$ cat src/rtl/sdr_pkg.sv
package sdr_pkg;
  typedef enum logic [2:0] {
    CMD_NOP = 3'd0,
    CMD_ACT = 3'd1,
    CMD_RD  = 3'd2,
    CMD_WR  = 3'd3,
    CMD_PRE = 3'd4
  } cmd_e;

  typedef enum logic [1:0] {
    MODE_IDLE  = 2'd0,
    MODE_BURST = 2'd1,
    MODE_SUSP  = 2'd2,
    MODE_PDN   = 2'd3
  } mode_e;
endpackage

$ cat src/rtl/sdr_cke_ctrl.sv
module sdr_cke_ctrl
  import sdr_pkg::*;
(
  input  logic  clk,
  input  logic  rst_n,
  input  logic  cke,
  input  logic  quiet,
  input  logic  busy,
  output logic  en,
  output mode_e mode
);
  logic cke_q;
  logic pd_q;

  always_ff @(posedge clk or negedge rst_n) begin
    if (!rst_n) begin
      cke_q <= 1'b1;
      pd_q  <= 1'b0;
    end else begin
      cke_q <= cke;
      pd_q  <= !cke && (pd_q || quiet);
    end
  end

  assign en = cke_q;

  always_comb begin
    if (pd_q)       mode = MODE_PDN;
    else if (!cke_q) mode = MODE_SUSP;
    else if (busy)  mode = MODE_BURST;
    else            mode = MODE_IDLE;
  end

  // power-down always implies a frozen internal enable
  assert_pdn_gates_R7: assert property (@(posedge clk) disable iff (!rst_n)
    pd_q |-> !cke_q);

  // power-down is only entered from a quiet state
  assert_pdn_entry_R7: assert property (@(posedge clk) disable iff (!rst_n)
    $rose(pd_q) |-> $past(quiet));
endmodule

$ cat src/rtl/sdr_store.sv
module sdr_store #(
  parameter int AW = 6,
  parameter int W  = 16
) (
  input  logic          clk,
  input  logic          rst_n,
  input  logic          we,
  input  logic [AW-1:0] waddr,
  input  logic [W-1:0]  wdata,
  input  logic [AW-1:0] raddr,
  output logic [W-1:0]  rdata
);
  localparam int DEPTH = 1 << AW;
  logic [W-1:0] mem_q [DEPTH];

  always_ff @(posedge clk or negedge rst_n) begin
    if (!rst_n) begin
      for (int i = 0; i < DEPTH; i++) mem_q[i] <= '0;
    end else if (we) begin
      mem_q[waddr] <= wdata;
    end
  end

  assign rdata = mem_q[raddr];
endmodule

$ cat src/rtl/sdr_burst_ctrl.sv
module sdr_burst_ctrl
  import sdr_pkg::*;
#(
  parameter int NB         = 4,
  parameter int COL_W      = 4,
  parameter int BL_LOG_MAX = 3,
  localparam int BA_W      = $clog2(NB),
  localparam int AW        = BA_W + COL_W
) (
  input  logic             clk,
  input  logic             rst_n,
  input  logic             en,
  input  cmd_e             cmd,
  input  logic [BA_W-1:0]  bank,
  input  logic [COL_W-1:0] col,
  input  logic [1:0]       bl_sel,
  input  logic             dm,
  output logic             wr_en,
  output logic [AW-1:0]    wr_addr,
  output logic             rd_act,
  output logic [AW-1:0]    rd_addr,
  output logic             burst_on,
  output logic             any_open
);
  localparam int CW = (BL_LOG_MAX < 1) ? 1 : BL_LOG_MAX;

  logic [NB-1:0]    open_q;
  logic             wr_act;
  logic [CW-1:0]    cnt;
  logic [BA_W-1:0]  base_bank;
  logic [COL_W-1:0] base_col;
  logic [1:0]       bl_log;
  logic [1:0]       bl_new;
  logic [CW-1:0]    bl_last;
  logic [COL_W-1:0] colmask;
  logic [COL_W-1:0] cur_col;
  logic             go_rd;
  logic             go_wr;

  assign bl_new  = (int'(bl_sel) > BL_LOG_MAX) ? 2'(BL_LOG_MAX) : bl_sel;
  assign bl_last = CW'((1 << bl_log) - 1);
  assign colmask = COL_W'((1 << bl_log) - 1);
  assign cur_col = (base_col & ~colmask) | ((base_col + COL_W'(cnt)) & colmask);

  assign go_rd = en && (cmd == CMD_RD) && open_q[bank];
  assign go_wr = en && (cmd == CMD_WR) && open_q[bank];

  assign wr_en   = en && !dm && (go_wr || (wr_act && !go_rd));
  assign wr_addr = go_wr ? {bank, col} : {base_bank, cur_col};
  assign rd_addr = {base_bank, cur_col};
  assign burst_on = rd_act || wr_act;
  assign any_open = |open_q;

  always_ff @(posedge clk or negedge rst_n) begin
    if (!rst_n) begin
      open_q    <= '0;
      rd_act    <= 1'b0;
      wr_act    <= 1'b0;
      cnt       <= '0;
      base_bank <= '0;
      base_col  <= '0;
      bl_log    <= '0;
    end else if (en) begin
      if (cmd == CMD_ACT) open_q[bank] <= 1'b1;
      if (cmd == CMD_PRE) open_q[bank] <= 1'b0;
      if (go_rd) begin
        rd_act    <= 1'b1;
        wr_act    <= 1'b0;
        cnt       <= '0;
        base_bank <= bank;
        base_col  <= col;
        bl_log    <= bl_new;
      end else if (go_wr) begin
        rd_act    <= 1'b0;
        wr_act    <= (bl_new != 2'd0);
        cnt       <= CW'(1);
        base_bank <= bank;
        base_col  <= col;
        bl_log    <= bl_new;
      end else if (rd_act || wr_act) begin
        if (cnt == bl_last) begin
          rd_act <= 1'b0;
          wr_act <= 1'b0;
        end else begin
          cnt <= cnt + 1'b1;
        end
      end
    end
  end

  // a frozen edge changes no burst or bank state
  assert_frozen_R5: assert property (@(posedge clk) disable iff (!rst_n)
    !en |=> $stable(cnt) && $stable(rd_act) && $stable(wr_act) && $stable(open_q));

  // never a read and a write burst at once
  assert_single_burst_R11: assert property (@(posedge clk) disable iff (!rst_n)
    $onehot0({rd_act, wr_act}));

  // the beat counter stays inside the selected length
  assert_cnt_bound_R8: assert property (@(posedge clk) disable iff (!rst_n)
    (rd_act || wr_act) |-> (cnt <= bl_last));
endmodule

$ cat src/rtl/sdram_burst_engine.sv
module sdram_burst_engine
  import sdr_pkg::*;
#(
  parameter int W          = 16,
  parameter int NB         = 4,
  parameter int COL_W      = 4,
  parameter int BL_LOG_MAX = 3,
  localparam int BA_W      = $clog2(NB),
  localparam int AW        = BA_W + COL_W
) (
  input  logic             clk,
  input  logic             rst_n,
  input  logic             cke,
  input  logic [2:0]       cmd,
  input  logic [BA_W-1:0]  bank,
  input  logic [COL_W-1:0] col,
  input  logic [1:0]       bl_sel,
  input  logic             dm,
  input  logic [W-1:0]     dq_in,
  output logic [W-1:0]     dq_out,
  output logic             dq_oe,
  output logic [1:0]       mode
);
  logic          en;
  mode_e         mode_w;
  logic          wr_en;
  logic [AW-1:0] wr_addr;
  logic          rd_act;
  logic [AW-1:0] rd_addr;
  logic          burst_on;
  logic          any_open;
  logic [W-1:0]  rdata;
  logic          s1_v;
  logic [W-1:0]  s1_d;
  logic          busy;
  logic          quiet;

  assign busy  = burst_on || s1_v || dq_oe;
  assign quiet = !any_open && !busy;
  assign mode  = mode_w;

  sdr_cke_ctrl i_cke (
    .clk   (clk),
    .rst_n (rst_n),
    .cke   (cke),
    .quiet (quiet),
    .busy  (busy),
    .en    (en),
    .mode  (mode_w)
  );

  sdr_burst_ctrl #(
    .NB         (NB),
    .COL_W      (COL_W),
    .BL_LOG_MAX (BL_LOG_MAX)
  ) i_burst (
    .clk      (clk),
    .rst_n    (rst_n),
    .en       (en),
    .cmd      (cmd_e'(cmd)),
    .bank     (bank),
    .col      (col),
    .bl_sel   (bl_sel),
    .dm       (dm),
    .wr_en    (wr_en),
    .wr_addr  (wr_addr),
    .rd_act   (rd_act),
    .rd_addr  (rd_addr),
    .burst_on (burst_on),
    .any_open (any_open)
  );

  sdr_store #(.AW(AW), .W(W)) i_store (
    .clk   (clk),
    .rst_n (rst_n),
    .we    (wr_en),
    .waddr (wr_addr),
    .wdata (dq_in),
    .raddr (rd_addr),
    .rdata (rdata)
  );

  // two enabled stages give the read latency of R10
  always_ff @(posedge clk or negedge rst_n) begin
    if (!rst_n) begin
      s1_v   <= 1'b0;
      s1_d   <= '0;
      dq_oe  <= 1'b0;
      dq_out <= '0;
    end else if (en) begin
      s1_v  <= rd_act;
      s1_d  <= rdata;
      dq_oe <= s1_v;
      if (s1_v) dq_out <= s1_d;
    end
  end

  // read data and its valid flag hold across a frozen edge
  assert_dq_hold_R4: assert property (@(posedge clk) disable iff (!rst_n)
    !en |=> $stable(dq_out) && $stable(dq_oe));
endmodule

$ cat config.mk
export PLATFORM = sky130hd
export DESIGN_NAME = sdram_burst_engine
export DESIGN_NICKNAME = d
export VERILOG_FILES = /design/src/rtl/sdr_pkg.sv /design/src/rtl/sdr_cke_ctrl.sv /design/src/rtl/sdr_store.sv /design/src/rtl/sdr_burst_ctrl.sv /design/src/rtl/sdram_burst_engine.sv
export SDC_FILE = /design/constraint.sdc
export NUM_CORES = 2
export LEC_CHECK = 0
export BUFFER_PORTS_ARGS = -buffer_cell sky130_fd_sc_hd__buf_2
export CELL_PAD_IN_SITES_DETAIL_PLACEMENT = 1
export CELL_PAD_IN_SITES_GLOBAL_PLACEMENT = 1
export CORE_MARGIN = 5
export CORE_UTILIZATION = 32
export DETAILED_ROUTE_END_ITERATION = 7
export PLACE_DENSITY = 0.55
export SYNTH_ARGS = -nofsm -noshare
export SYNTH_HDL_FRONTEND = slang
export SYNTH_SLANG_ARGS = --single-unit
$ cat constraint.sdc
create_clock -name clk -period 7.1 [get_ports clk]
set_input_delay 0.71 -clock clk [delete_from_list [all_inputs] [get_ports clk]]
set_output_delay 0.71 -clock clk [all_outputs]
set_load 0.03 [all_outputs]
# Yosys cells after proc, flatten, opt, wreduce, memory -nomap -nowiden
# Cells that the tools add are included.
[word_totals]
register_bits = 1077
latch_bits = 0
mem_bits_rw = 0
romBits = 0
inputBits = 31
output_inout_bits = 19
word_cells = 164
memories = 0
[op_classes]
add_sub_neg = 3
multipliers = 0
div = 0
order_cmp = 5
eq_ne = 6
shift = 1
n_mux = 33
bitwise = 9
reduce_logical = 30
[ops]
columns = ["operator", "count"]
rows = [
  ["$bwmux W1024", 1],
  ["$bmux W16 S6", 1],
  ["$demux W16 S6", 1],
  ["$mux W16", 3],
  ["$mux W4", 5],
  ["$ge A7 B7 Y1 const B", 2],
  ["$not A6 Y7", 2],
  ["$and A4 B4 Y4", 3],
  ["$mux W2", 6],
  ["$mux W3", 4],
  ["$logic_and A1 B1 Y1", 11],
  ["$mux W1", 9],
  ["$not A4 Y4", 2],
  ["$or A4 B4 Y4", 2],
  ["$lt A7 B1 Y1 const B", 1],
  ["$eq A3 B2 Y1 const B", 2],
  ["$mux W6", 1],
  ["$reduce_and A3 Y1", 2],
  ["$reduce_bool A3 Y1", 2],
  ["$logic_not A1 Y1", 5],
  ["$logic_or A1 B1 Y1", 5],
  ["$add A4 B3 Y4", 1],
  ["$reduce_and A2 Y1", 2],
  ["$reduce_bool A2 Y1", 2],
  ["other kinds (12)", 12],
]

# Longest topological paths before layout
[logic_depth]
word_depth = 12
depth_mapped = 13
ltp_nobuf = 9

# By module
# Synthesis repeated with hierarchy kept, for this count alone.
[unflattened]
hier_cells = 3228
area_unflattened_um2 = 49691.4
[modules_own_cells]
columns = ["mod", "instances", "cells_per_inst", "area_each_um2"]
rows = [
  ["sdr_store", 1, 3024, 47122.7],
  ["sdram_burst_engine", 1, 75, 1313.8],
  ["sdr_burst_ctrl", 1, 124, 1179.9],
  ["sdr_cke_ctrl", 1, 5, 75.1],
]

# Worst setup path after synthesis
# Ideal clock, no wire load.
[synth_timing]
path_kind = "flip-flop to flip-flop"
startpoint = "register i_burst.cnt[0]"
endpoint = "register s1_d[6]"
arrival_time_ns = 3.082
required_time_ns = 6.977
path_slack_ns = 3.895
path_stages_with_launch = 13
synth_period_minus_slack_ns = 3.205
cell_sequence = "dfrtp_1 -> ha_1 -> fa_1 -> xnor2_1 -> o21a_1 -> clkbuf_1 -> clkbuf_1 -> clkbuf_1 -> buf_1 -> a311oi_1 -> o21ai_0 -> a31oi_1 -> o221a_2"
[synth_between]
elab_chain_len = 7
[synth_rtl]
columns = ["element", "line", "rtl"]
rows = [
  ["from (decl)", "sdr_burst_ctrl.sv:29", "logic [CW-1:0] cnt;"],
  ["from (signal assigned)", "sdr_burst_ctrl.sv:85", "cnt <= cnt + 1'b1;"],
  ["$add A4 B3 Y4", "sdr_burst_ctrl.sv:43", "assign cur_col = (base_col & ~colmask) | ((base_col + COL_W'(cnt)) & colmask);"],
  ["$and A4 B4 Y4", "sdr_burst_ctrl.sv:43", ""],
  ["$or A4 B4 Y4", "sdr_burst_ctrl.sv:43", ""],
  ["$not A6 Y7 (implied by the code)", "sdr_store.sv:24", "assign rdata = mem_q[raddr];"],
  ["$bmux W16 S6", "sdr_store.sv:24", ""],
  ["$mux W16 (implied by the code) (2 in series)", "sdr_store.sv:24", ""],
  ["to (signal assigned)", "sdram_burst_engine.sv:92", "s1_d <= rdata;"],
  ["to (decl)", "sdram_burst_engine.sv:34", "logic [W-1:0] s1_d;"],
]
# No other way between the ends. The select of a mux whose other input is x is not followed.
# A chain may end at the register's enable or synchronous reset.

# Worst setup path after layout
[layout_timing]
startpoint = "register i_burst.cnt[0]"
endpoint = "register i_store.mem_q[804] (netlist name)"
[layout_between]
elab_chain_len = 10
word_cells_on_any_way = 11
cone_classes = "1 x add/sub; 2 x order compare; 4 x mux; 3 x bitwise; 1 x reduce/logical"
[layout_rtl]
columns = ["element", "line", "rtl"]
rows = [
  ["$add A4 B3 Y4 *", "sdr_burst_ctrl.sv:43", ""],
  ["$and A4 B4 Y4 *", "sdr_burst_ctrl.sv:43", ""],
  ["$or A4 B4 Y4 *", "sdr_burst_ctrl.sv:43", ""],
  ["$mux W6 *", "sdr_burst_ctrl.sv:49", "assign wr_addr = go_wr ? {bank, col} : {base_bank, cur_col};"],
  ["$not A6 Y7 (implied by the code) *", "sdr_store.sv:20", "mem_q[waddr] <= wdata;"],
  ["$ge A7 B7 Y1 (implied by the code) / $lt A7 B1 Y1 (equally long branches)", "sdr_store.sv:20", ""],
  ["$logic_and A1 B1 Y1 (implied by the code)", "sdr_store.sv:20", ""],
  ["$mux W16 (implied by the code)", "sdr_store.sv:20", ""],
  ["$demux W16 S6 *", "sdr_store.sv:20", ""],
  ["$bwmux W1024 *", "sdr_store.sv:20", ""],
  ["to (signal, indexed assignment)", "sdr_store.sv:20", ""],
  ["to (decl)", "sdr_store.sv:14", "logic [W-1:0] mem_q [DEPTH];"],
]
# Mark *: on every way between the ends. The rest lies on a longest branch, timed or not.

==> summary.md <==
| Metric | Value |
|---|---|
| CTS max path bufs | 3 |
| Hold slack | -0.00238 ns |
| Flops & latches, synth | 1077 |
| Routed wire length | 165 mm |
| CTS tree | done |
| Avg Cell Area, Syn | 11.9 sq um |
| R2R Setup Slk | 2.02 ns |
| Reg2reg start | i_burst.cnt[0] |
| Port Buffers | 49 |
| Via density | 5.38 |
| Syn_nets | 4254 |
| Die width | 407 um |
| Netlist cell types | 61 |
| Largest net degree at the start of global routing | 166 |
| CP arrival | 5.70 ns |
| Core area | 156000 sq um |
| Ordered cell list for the critical path | ha_1 -> fa_1 -> xnor2_2 -> buf_4 -> o21a_4 -> o31ai_2 -> nor2b_1 -> nand2_1 -> mux2_2 |
| Critical path's slowest cell | nor2b_1 |
| Max Fclk | 197 MHz |
| H-tree levels | 3 |
| Layout cells sized above 1 | 34.7% |
| GP Congestion | 0.778 |
| Period minus WS final | 5.08 ns |
| Most frequent cells in the layout | 1074 x dfrtp_1, 1041 x mux2_2, 666 x nand2_1 |
| First-pass GRT wire length | 248 mm |
| Die area | 165000 sq um |
| Asr flop ratio synth | 100% |
| Grt peak-use layer | met2 |
| Top-area cell type share of the netlist area | 53.5% |
| Vias after detailed routing | 33.7k |
| Crit Path Class | reg2reg |
| CP endpoint kind | flip-flop |
| Post-route DRC | 0 |
| Max incr delay on CP | 1.04 ns |
| Levels on crit path | 9 |
| Post CTS Setup Buffer Count | 0 |
| # IOs | 50 |
| Final period utilization | 71.6% |
| Fin Setup TNS | 0 ns |
| # rows | 145 |
| Initial core utilization | 32.2% |
| Wire length per cell | 26.4 um |
| Max-Cap Viols | 0 |
| 1st-iter DRT viols | 1922 |
| Final Util | 36.2% |
| Yosys warns | 0 |
| EDFF count, synth | 0 |
| R2R Path End | i_store.mem_q[804] |
| Post-CTS Resized | 0 |
| Setup crit start kind | flip-flop |
| Final nets | 4131 |
| Overall Power | 0.0196 W |
| Status | complete, but fails checks |
| Synth area leader | dfrtp_1 |
| First-pass DRT Iterations | 7 |
| Routed Antenna Nets | 0 |
| Hold Buf Count CTS | 0 |
| Initial antenna violation count | 8 |
| Main synth FF type | dfrtp_1 |
| Static Leak | 26.6 nW |
| M3 GR Usage | 2.63% |
| Worst-path clk slew | 0.06 ns |
| GR Layer Usage met2 | 33.1% |
| HP Class | in2async |
| Worst-Margin Slew | 1.25 ns |
| Area Growth Syn to Fin | 12.4% |
| Failing checks | hold timing |
| Total CTS buffers | 121 |
| PwrDens | 347 nW/um^2 |
| Number of filler cells placed in the layout | 16.7k |
| Vias in the first global route | 35.9k |
| Most area-consuming cells after synthesis | dfrtp_1 53%, mux2_2 23%, nand2_1 5.0% |
| Grt total ovfl | 0 |
| Cell depth of the worst flop-to-flop path | 9 |
| CP bufs+invs | 1 |
| Slew headroom | 16.4% |
| Max Slew Vio Count | 0 |
| Worst Path Max Fanout | 38 |
| CTS root buffer | clkbuf_16 |
| Clk sink count | 1077 |
| Commonest non-fill, non-tap cell in the layout | dfrtp_1 |
| GR Util All Layers | 20.0% |
| Die height | 407 um |
| Met1 Usage GRT | 27.6% |
| VDD IR max | 0.348 mV |
| Final count of negative-setup-slack endpoints | 0 |
| Clk_skew | 0.0321 ns |
| Sequential area share after synthesis | 53.5% |
| HPWL Detailed | 98.1 mm |
| Worst-Skew Late Latency | 0.75 ns |
| RSZ-0062 raised after global routing | false |
| Syn Inst Count | 4219 |
| Register cell area after layout | 27000 sq um |
| WP data required | 7.72 ns |
| Area occupied by multi-input gates | 21800 sq um |
| Post-synth design cell area | 50300 sq um |
| CP top delay family | simple AND/OR/NAND/NOR gates |
| Final hold vios | 1 |
-- cells by family (layout without fill, tap and decap cells) --
family                     after synthesis  after routing  synth area share, %
adders and majority gates                4              4                0.114
AOI/OAI and AO/OA                      415            415                 6.19
muxes                                 1202           1202                 27.0
buffers and inverters                  416            393                 3.35
xor gates and xnor gates                 4              4               0.0696
and+or+nand+nor                       1101           1101                 9.69
other                                    0              3                    0
DFF                                   1077           1077                 53.5
-- routing by layer --
| layer | share of wire (%) | wire length, um |
|---|---|---|
| met5 | 0.0024 | 4 |
| met4 | 2.7 | 4420 |
| met3 | 3.8 | 6220 |
| met2 | 47 | 78200 |
| met1 | 46 | 76200 |
-- per-stage QoR --
step                instance area [sq um]  hold slack, ns  worst slack [ns]  instances
finish                              56600        -0.00238              2.02       6257
global route                        56500          0.0359              1.91       6254
CTS                                 56500          0.0118              2.01       6254
detailed placement                  52500           0.481              1.92       6031
global placement                    52500           0.473              2.07       6031
floorplan                           50300           0.414              3.90       4219
-- power by group --
group / switching, W / internal (W) / total [W]
logic: 0.00417 / 0.00184 / 0.00600
registers: 0.000444 / 0.00677 / 0.00722
clock network: 0.00264 / 0.00375 / 0.00640
total: 0.00725 / 0.0124 / 0.0196
-- cells in the mapped netlist, drive strengths merged (20+ instances only) --
| library cell | number |
|---|---|
| nand3 | 230 |
| a311oi | 50 |
| inv | 35 |
| buf | 141 |
| and3 | 67 |
| nand4 | 42 |
| mux2i | 131 |
| dfrtp | 1076 |
| nand2 | 692 |
| o21ai | 84 |
| a31oi | 31 |
| o211ai | 89 |
| mux4 | 21 |
| clkbuf | 240 |
| nor2 | 35 |
| mux2 | 1050 |
| a32o | 27 |
| a21oi | 20 |
-- area by class of cell --
type	count	share of cell area, %
multi-input cells	2726	38.6
inverters	35	0.232
well taps	2058	4.55
clock inverters	26	0.589
flip-flops and latches	1077	47.7
diodes	3	0.0133
clock buffers	197	6.54
repair buffers	135	1.86
-- how the worst max path moves through the flow --
stage	start	endpoint	slack (ns)
6_report	i_burst.cnt[0]	i_store.mem_q[804]	2.02
5_1_grt	i_burst.cnt[0]	i_store.mem_q[804]	1.91
3_3_place_gp	bank[0]	i_store.mem_q[425]	2.07
3_5_place_dp	bank[0]	i_store.mem_q[804]	1.92
4_1_cts	i_burst.cnt[0]	i_store.mem_q[804]	2.01
2_1_floorplan	i_burst.cnt[0]	s1_d[6]	3.90
-- flip-flops by register name, indices dropped and copies added, names as in the netlist, named ones only --
register	flops
i_store.mem_q	1024
dq_out	16
s1_d	16
i_burst.base_col	4
i_burst.cnt	3
i_burst.open_q	3
i_burst.base_bank	2
i_burst.bl_log	2
dq_oe	1
i_burst.rd_act	1
i_burst.wr_act	1
i_cke.en	1
i_cke.pd_q	1
s1_v	1
-- worst reg2reg max path, stage by stage, from the launching register on --
cell and delay [ns]:
dfrtp_1 0.43, ha_1 0.21, fa_1 0.44, xnor2_2 0.16, buf_4 0.27, o21a_4 0.42
o31ai_2 0.63, nor2b_1 1.04, nand2_1 0.85, mux2_2 0.52
Power figures use the tool's default switching activity.
